$ cat src/rtl/bank_call_seq.sv
module bank_call_seq #(
  parameter int          OFS      = 14,
  parameter logic [7:0]  PAGE_LO  = 8'h30,
  parameter logic [7:0]  PAGE_HI  = 8'h3F,
  parameter logic [7:0]  PAGE_RST = 8'h3F,
  parameter logic [15:0] SP_RST   = 16'h3C00,
  parameter logic [15:0] PC_RST   = 16'h4000
) (
  input  logic        clk,
  input  logic        rst_n,
  input  logic        start,
  input  logic [1:0]  op,
  input  logic [15:0] target,
  input  logic [7:0]  page_op,
  output logic        busy,
  output logic        done,
  output logic [15:0] pc,
  output logic [15:0] sp,
  output logic [7:0]  page,
  output logic        page_err,
  output logic        mem_en,
  output logic        mem_we,
  output logic [15:0] mem_addr,
  output logic [7:0]  mem_wdata,
  input  logic [7:0]  mem_rdata,
  input  logic [15:0] cpu_addr,
  output logic [7+OFS:0] phys_addr
);
  localparam logic [1:0] NCALL = 2'd0, NRET = 2'd1, BCALL = 2'd2, BRET = 2'd3;
  localparam int PA = 8 + OFS;

  logic [1:0]  op_q;
  logic [15:0] tgt_q;
  logic [7:0]  pgop_q;
  logic [2:0]  cnt;
  logic [2:0]  last;
  logic [7:0]  rd_hi, rd_lo, rd_pg;
  logic        in_win;

  assign last = (op_q == NCALL) ? 3'd4 : (op_q == NRET) ? 3'd5 : 3'd7;
  assign done = busy && (cnt == last);
  assign page_err = (page < PAGE_LO) || (page > PAGE_HI);

  assign in_win    = (cpu_addr[15:14] == 2'b10);
  assign phys_addr = in_win ? {page, cpu_addr[OFS-1:0]} : PA'(cpu_addr);

  always_comb begin
    mem_en    = 1'b0;
    mem_we    = 1'b0;
    mem_addr  = '0;
    mem_wdata = '0;
    if (busy) begin
      case (op_q)
        NCALL, BCALL: begin
          if (cnt == 3'd1) begin
            mem_en = 1'b1; mem_we = 1'b1; mem_addr = sp - 16'd2; mem_wdata = pc[15:8];
          end else if (cnt == 3'd2) begin
            mem_en = 1'b1; mem_we = 1'b1; mem_addr = sp - 16'd1; mem_wdata = pc[7:0];
          end else if (cnt == 3'd3 && op_q == BCALL) begin
            mem_en = 1'b1; mem_we = 1'b1; mem_addr = sp - 16'd3; mem_wdata = page;
          end
        end
        NRET: begin
          if (cnt == 3'd1) begin
            mem_en = 1'b1; mem_addr = sp;
          end else if (cnt == 3'd2) begin
            mem_en = 1'b1; mem_addr = sp + 16'd1;
          end
        end
        default: begin
          if (cnt >= 3'd1 && cnt <= 3'd3) begin
            mem_en = 1'b1; mem_addr = sp + 16'(cnt - 3'd1);
          end
        end
      endcase
    end
  end

  always_ff @(posedge clk) begin
    if (!rst_n) begin
      busy   <= 1'b0;
      cnt    <= '0;
      op_q   <= NCALL;
      tgt_q  <= '0;
      pgop_q <= '0;
      rd_hi  <= '0;
      rd_lo  <= '0;
      rd_pg  <= '0;
      pc     <= PC_RST;
      sp     <= SP_RST;
      page   <= PAGE_RST;
    end else if (!busy) begin
      if (start) begin
        busy   <= 1'b1;
        cnt    <= 3'd1;
        op_q   <= op;
        tgt_q  <= target;
        pgop_q <= page_op;
      end
    end else begin
      if (op_q == NRET) begin
        if (cnt == 3'd2) rd_hi <= mem_rdata;
        if (cnt == 3'd3) rd_lo <= mem_rdata;
      end else if (op_q == BRET) begin
        if (cnt == 3'd2) rd_pg <= mem_rdata;
        if (cnt == 3'd3) rd_hi <= mem_rdata;
        if (cnt == 3'd4) rd_lo <= mem_rdata;
      end
      if (done) begin
        busy <= 1'b0;
        cnt  <= '0;
        case (op_q)
          NCALL: begin sp <= sp - 16'd2; pc <= tgt_q; end
          NRET:  begin sp <= sp + 16'd2; pc <= {rd_hi, rd_lo}; end
          BCALL: begin sp <= sp - 16'd3; pc <= tgt_q; page <= pgop_q; end
          default: begin sp <= sp + 16'd3; pc <= {rd_hi, rd_lo}; page <= rd_pg; end
        endcase
      end else begin
        cnt <= cnt + 3'd1;
      end
    end
  end
endmodule

$ cat config.mk
export PLATFORM = sky130hd
export DESIGN_NAME = bank_call_seq
export DESIGN_NICKNAME = d
export VERILOG_FILES = /design/src/rtl/bank_call_seq.sv
export SDC_FILE = /design/constraint.sdc
export NUM_CORES = 1
export LEC_CHECK = 0
export BUFFER_PORTS_ARGS = -buffer_cell sky130_fd_sc_hd__buf_2
export CELL_PAD_IN_SITES_DETAIL_PLACEMENT = 1
export CELL_PAD_IN_SITES_GLOBAL_PLACEMENT = 2
export CORE_MARGIN = 10
export CORE_UTILIZATION = 34
export DETAILED_ROUTE_END_ITERATION = 8
export MAX_ROUTING_LAYER = met4
export PLACE_DENSITY_LB_ADDON = 0.3
export SLEW_MARGIN = 10
export SYNTH_ARGS = -nofsm -noshare
export SYNTH_HDL_FRONTEND = slang
export SYNTH_SLANG_ARGS = --single-unit
$ cat constraint.sdc
create_clock -name clk -period 7.2 [get_ports clk]
set_clock_uncertainty 0.1 [all_clocks]
set_input_delay 0.36 -clock clk [delete_from_list [all_inputs] [get_ports clk]]
set_output_delay 0.36 -clock clk [all_outputs]
set_load 0.005 [all_outputs]
==> qor.txt, run 1 <==
leakage power -> 3.14 nW
Critical Path Source Type -> register
die area -> 26900 um^2
Post-CTS Hold Fix Bufs -> 0
most used flip-flop cell after synthesis -> dfxtp_1
Syn Area/Cell -> 7.61 um^2
hold path start -> target[13]
R2R depth -> 9
f_max -> 0.226 GHz
RSZ-0062 raised after global routing -> false
Rel. slew slack -> 24.4%
Total Power -> 0.00131 W
final cell count without fillers -> 1257
Post-Place Setup Slack -> 3.24 ns
CP max-delay cell -> nor2_1
Worst Hold End -> tgt_q[13]
Vias/cell -> 5.56
DR WL/cell -> 21.6 um
Synth Area in XOR/XNOR -> 5.97%
Synth Instances -> 926
Crit Path Max Fanout -> 20
CP Class -> register to output pin
pin count of the biggest net entering global routing -> 61
count of buffers from port buffering -> 115
Die Wd -> 164 um
deepest clock path buffer count -> 2
reg2reg start -> sp[2]
clock latency on the worst-skew pair -> 0.36 ns
critical path required time -> 6.74 ns
# rows -> 52
routability cong. -> 0.904
Initial Utilization -> 34.7%
Final Worst Setup Slack -> 2.77 ns
vias in the first global route -> 7250
Seq/Total Area, Yosys -> 26.7%
crit end category -> output pin
main combinational cell family by area after synthesis -> simple AND/OR/NAND/NOR gates
Worst-Margin Slew -> 1.13 ns
outcome -> complete, no violations
RR Endpoint -> sp[13]
WL final -> 27200 um
multiplexer area fraction after synthesis -> 7.83%
Synth Register Bits -> 94
worst path bufs/invs -> 3
fillcell total -> 2581
setup bufs post-CTS -> 0
CTS tree -> done
simple-gate share of the synthesized area -> 24.9%
Max VDD drop -> 0.0000975 V
clock sink count -> 94
Adder-Cell Fraction of Synth Area -> 5.44%
total congestion overflow -> 0
synthesized cell area -> 7040 um^2
Worst EP arrival -> 3.97 ns
Synth Area in Compound Gates -> 22.2%
Std-Cell Core Area -> 20300 um^2
period utilisation layout -> 61.6%
share of layout cells above drive strength 1 -> 17.6%
Die Height -> 164 um
post-synth cell types -> 83
clock slew at reported path FFs -> 0.08 ns
initial antenna violation count -> 1
first-pass GRT wire length -> 42300 um
Final Max Slew Viols -> 0
GR Util All Layers -> 20.6%
Fin Setup TNS -> 0 ns
syn_nets -> 1009
Post-synth ARST share -> 0%
Tmin final -> 4.43 ns
CTS H-tree lvls -> 3
HP Class -> input port to register
Final HPWL DP -> 20100 um
vias -> 6988
DRT antenna net count -> 0
worst path cell trace -> inv_1 -> ha_1 -> nor2b_1 -> buf_4 -> nor2_1 -> o21ai_1 -> and4b_1 -> a2111oi_1 -> a2bb2oi_1 -> buf_2
maxcap violations -> 0
clk root buf -> clkbuf_16
initial drt markers -> 399
Fin. Hold Viols -> 0
I/O Pins -> 144
PwrDens -> 164 nW/um^2
Yosys warnings -> 0
post_cts resized -> 0
fin nets -> 1064
CP peak stage delay -> 0.76 ns
drc violations -> 0
worst reg2reg setup slack -> 4.04 ns
delay-heaviest family, CP -> simple AND/OR/NAND/NOR gates
EDFF count, synth -> 0
Final Setup Violations -> 0
Placed Cells -> 1240
WHS Path Cells -> 3
first drt pass iteration count -> 5
cts bufs inserted -> 9
area delta synth->final -> 13.4%
cell usage in the layout, fill, tap and decap left out, types with 6 or more instances in the layout:
cell type	instances
inv_1	19
or3_1	7
xor2_1	20
nor3_1	16
buf_2	115
nor2b_1	9
o21ai_1	14
o211ai_1	10
o22ai_1	7
dfxtp_1	93
a31oi_1	6
nor3b_1	6
nand3_1	16
nand2b_1	13
o31ai_1	6
nand2_1	112
a21oi_1	73
clkbuf_16	9
mux2i_1	54
a221oi_1	12
and2_1	15
buf_4	12
a211oi_1	29
ha_1	29
o21ai_0	28
xnor2_1	28
nor2_1	116
where the power goes:
group	total (W)	switching [W]	internal (W)
Sequential	0.000541	0.0000113	0.000529
Combinational	0.000217	0.000138	0.0000792
Clock	0.000552	0.000232	0.000320
Total	0.00131	0.000381	0.000929
logic make-up (layout without fill, tap and decap cells):
| logic type | after synthesis | count (layout) |
|---|---|---|
| XOR/XNOR | 48 | 48 |
| flip-flops | 94 | 94 |
| buffers and inverters | 103 | 163 |
| multiplexers | 55 | 55 |
| adder cells (fa/ha/maj) | 30 | 30 |
| other | 0 | 1 |
| AO/OA/AOI/OAI | 238 | 238 |
| AND/OR/NAND/NOR | 358 | 358 |
layer usage:
layer,vias up,routed length [um],global-route usage [%]
met2,162,13100,34.0
met3,19,1070,2.35
met5,-,0,-
li1,3383,-,-
met4,0,420,5.65
met1,3424,12600,26.1
through the flow:
step	util (%)	hold WS [ns]	cell area (um^2)
2_1_floorplan	-	0.336	7040
6_report	39.4	0.132	7990
4_1_cts	39.3	0.122	7990
3_5_place_dp	37.7	0.346	7650
3_3_place_gp	37.7	0.343	7650
5_1_grt	39.4	0.135	7990
worst reg2reg max path: stages, from the launching register on:
cell and delay [ns]:
dfxtp_1 0.76, inv_1 0.27, ha_1 0.29, a211oi_2 0.48, mux2i_1 0.20, or2_1 0.32, o32ai_1 0.26, nand2_1 0.10
xor2_1 0.16, nand2_1 0.08
cells in the mapped netlist (all sizes together) (3+ instances only):
master     n  area share [%]
nor2     118             6.3
nand2    113             6.1
dfxtp     94              27
a21oi     74             5.3
mux2i     54             7.7
buf       45             3.8
o21ai     42             3.0
clkbuf    38             2.0
a211oi    30             3.3
ha        29             5.2
xnor2     28             3.5
nor3      21             2.0
inv       20             1.1
xor2      20             2.5
nand3     18             1.4
and2      16             1.4
nand2b    13             1.2
a221oi    12             1.5
nor2b     11            0.98
nor4      10             1.6
o211ai    10             1.1
o22ai      7            0.62
or3        7            0.62
a31oi      6            0.53
nor3b      6            0.64
o31ai      6            0.64
a21boi     5            0.53
a21o       5            0.53
and3       5            0.44
nand3b     5            0.53
nand4      5            0.44
a311oi     4            0.50
o21a       4            0.43
o21bai     4            0.43
or2        4            0.39
a2bb2oi    3            0.37
worst max-delay path by stage:
| stage | from | end | slack, ns | cells after the start |
|---|---|---|---|---|
| after floorplan | cnt[2] | mem_addr[15] | 3.97 | 10 |
| after global placement | cnt[2] | mem_addr[15] | 3.29 | 10 |
| after detailed placement | cnt[2] | mem_addr[15] | 3.24 | 10 |
| after CTS | cnt[2] | mem_addr[15] | 2.83 | 10 |
| after global routing | cnt[0] | mem_addr[12] | 2.51 | 10 |
| final | cnt[0] | mem_addr[12] | 2.77 | 10 |
area by class of cell:
class,instances,area (um^2),area share [%]
Clock buffer,10,239,2.99
Multi-Input combinational cell,729,4680,58.6
Timing Repair Buffer,127,666,8.33
Tap cell,270,338,4.23
Antenna cell,1,2.50,0.0313
Sequential cell,94,1880,23.6
Inverter,20,75.1,0.940
Clock inverter,6,103,1.28
registers in the layout (all words and copies together) (netlist names), 2 cells and up:
name,count
pc,16
rd_lo,8
rd_pg,8
pgop_q,8
op_q,2
page,8
rd_hi,8
tgt_q,16
sp,16
cnt,3
Note: power is estimated with default switching activity, not from simulation.
==> inputs of run 2 (changes only) <==
- CORE_UTILIZATION: 34 -> 32
- clock period: 7.2 -> 4.7 ns (I/O delays scaled with it)
==> run 2 against run 1 <==
  * Critical path type unchanged
  * Critical endpoint is now mem_addr[15]
  * Combinational power up 57%
  * Global-route usage down 1.1 points
  * Largest cell class unchanged
  * Via count up 0.66%
==> qor.txt, run 2 (synthesis results as in run 1) <==
Max VDD drop -> 0.000195 V
die area -> 28300 um^2
Initial Utilization -> 32.4%
clk root buf -> clkbuf_16
fillcell total -> 2673
Worst EP arrival -> 3.77 ns
vias in the first global route -> 7371
biggest regs -> pc x16, sp x16, tgt_q x16
WL met1 -> 12700 um
Final HPWL DP -> 20600 um
Tmin final -> 4.11 ns
clock latency on the worst-skew pair -> 0.36 ns
DRT antenna net count -> 0
highest-count cells in the layout ignoring fill and taps -> 116 x nor2_1, 115 x buf_2, 112 x nand2_1
Int Power -> 0.00137 W
initial drt markers -> 371
deepest clock path buffer count -> 2
first-pass GRT wire length -> 42900 um
switching power -> 0.000594 W
Final Setup Violations -> 0
leakage power -> 3.19 nW
worst reg2reg setup slack -> 1.68 ns
commonest non-fill, non-tap cell in the layout -> nor2_1
reg2reg start -> sp[2]
# rows -> 54
clock sink count -> 94
CTS tree -> done
Worst Hold End -> pgop_q[5]
Comb power frac -> 17.3%
Worst-Margin Slew -> 1.18 ns
drc violations -> 0
Die Height -> 168 um
Post-CTS Hold Fix Bufs -> 5
total congestion overflow -> 0
Placed Cells -> 1258
fin nets -> 1077
Die Wd -> 168 um
GR Util All Layers -> 19.4%
crit end category -> output pin
CTS H-tree lvls -> 3
post_cts resized -> 0
f_max -> 0.244 GHz
critical path required time -> 4.37 ns
final cell count without fillers -> 1283
CP Class -> register to output pin
Fin Setup TNS -> 0 ns
I/O Pins -> 144
maxcap violations -> 0
count of buffers from port buffering -> 115
Vias/cell -> 5.48
DR WL/cell -> 21.4 um
period utilisation layout -> 87.4%
Std-Cell Core Area -> 21800 um^2
Final Hold Slack -> 0.0120 ns
HP Class -> input port to register
clock power share -> 40.6%
DR top layer -> met4
R2R depth -> 9
share of layout cells above drive strength 1 -> 18.2%
hold path start -> page_op[5]
RR Endpoint -> sp[9]
outcome -> complete, no violations
initial antenna violation count -> 4
Crit Path Max Fanout -> 13
setup bufs post-CTS -> 0
Sw Ratio -> 30.3%
Critical Path Source Type -> register
Util after Layout -> 37.2%
vias -> 7034
WL final -> 27400 um
area delta synth->final -> 15.1%
Fin. Hold Viols -> 0
pin count of the biggest net entering global routing -> 41
Final Max Slew Viols -> 0
clock slew at reported path FFs -> 0.08 ns
routed wl met2 -> 12800 um
DR WL met3 -> 1250 um
RSZ-0062 raised after global routing -> false
sequential share of power -> 42.1%
Rel. slew slack -> 20.9%
cts bufs inserted -> 9
first drt pass iteration count -> 5
PwrDens -> 242 nW/um^2
WHS Path Cells -> 3
routability cong. -> 0.924
## run 2: stage by stage
step	power, W	worst slack, ns	instance area (um^2)
after global routing	0.00205	0.258	8100
after global placement	0.00118	0.990	7720
after floorplan	0.00107	1.60	7040
after detailed placement	0.00118	0.953	7720
after CTS	0.00199	0.534	8090
final	0.00196	0.593	8100
## run 2: area by class of cell
class,instances,area [um^2],share of cell area [%]
antenna,4,10.0,0.124
sequential,94,1880,23.2
clock buffer,9,225,2.78
timing repair buffer,140,776,9.57
clock inverter,7,100,1.24
multi-input combinational,729,4680,57.8
tap,280,350,4.32
inverter,20,75.1,0.926
## run 2: worst max-delay path, cell delays in order, from the launching register on
cell      delay (ns)
dfxtp_1         0.41
nor3_2          0.83
ha_1            0.45
a211o_1         0.31
a21oi_1         0.19
o21ai_0         0.15
a22oi_1         0.31
a21oi_1         0.14
o2111a_1        0.26
nor3_2          0.20
buf_2           0.16
## run 2: routing by layer
metal	GRT usage, %	vias up
li1	-	3418
met1	24.2	3401
met2	31.2	182
met3	3.31	33
met4	6.59	0
met5	-	-
## run 2: worst max path at each step
stage                   end  slack, ns  startpoint
3_5_place_dp   mem_addr[15]       0.95      cnt[0]
6_report       mem_addr[15]       0.59      cnt[0]
2_1_floorplan  mem_addr[15]       1.60      cnt[2]
4_1_cts        mem_addr[15]       0.53      cnt[0]
3_3_place_gp   mem_addr[15]       0.99      cnt[0]
5_1_grt        mem_addr[15]       0.26      cnt[0]
## run 2: power groups by stage
| stage | Clock (W) | Sequential, W | Combinational [W] |
|---|---|---|---|
| finish | 0.000795 | 0.000825 | 0.000340 |
| detailed placement | 0 | 0.000844 | 0.000338 |
| floorplan | 0 | 0.000836 | 0.000235 |
| global placement | 0 | 0.000844 | 0.000337 |
| global route | 0.000848 | 0.000828 | 0.000378 |
| CTS | 0.000819 | 0.000825 | 0.000344 |
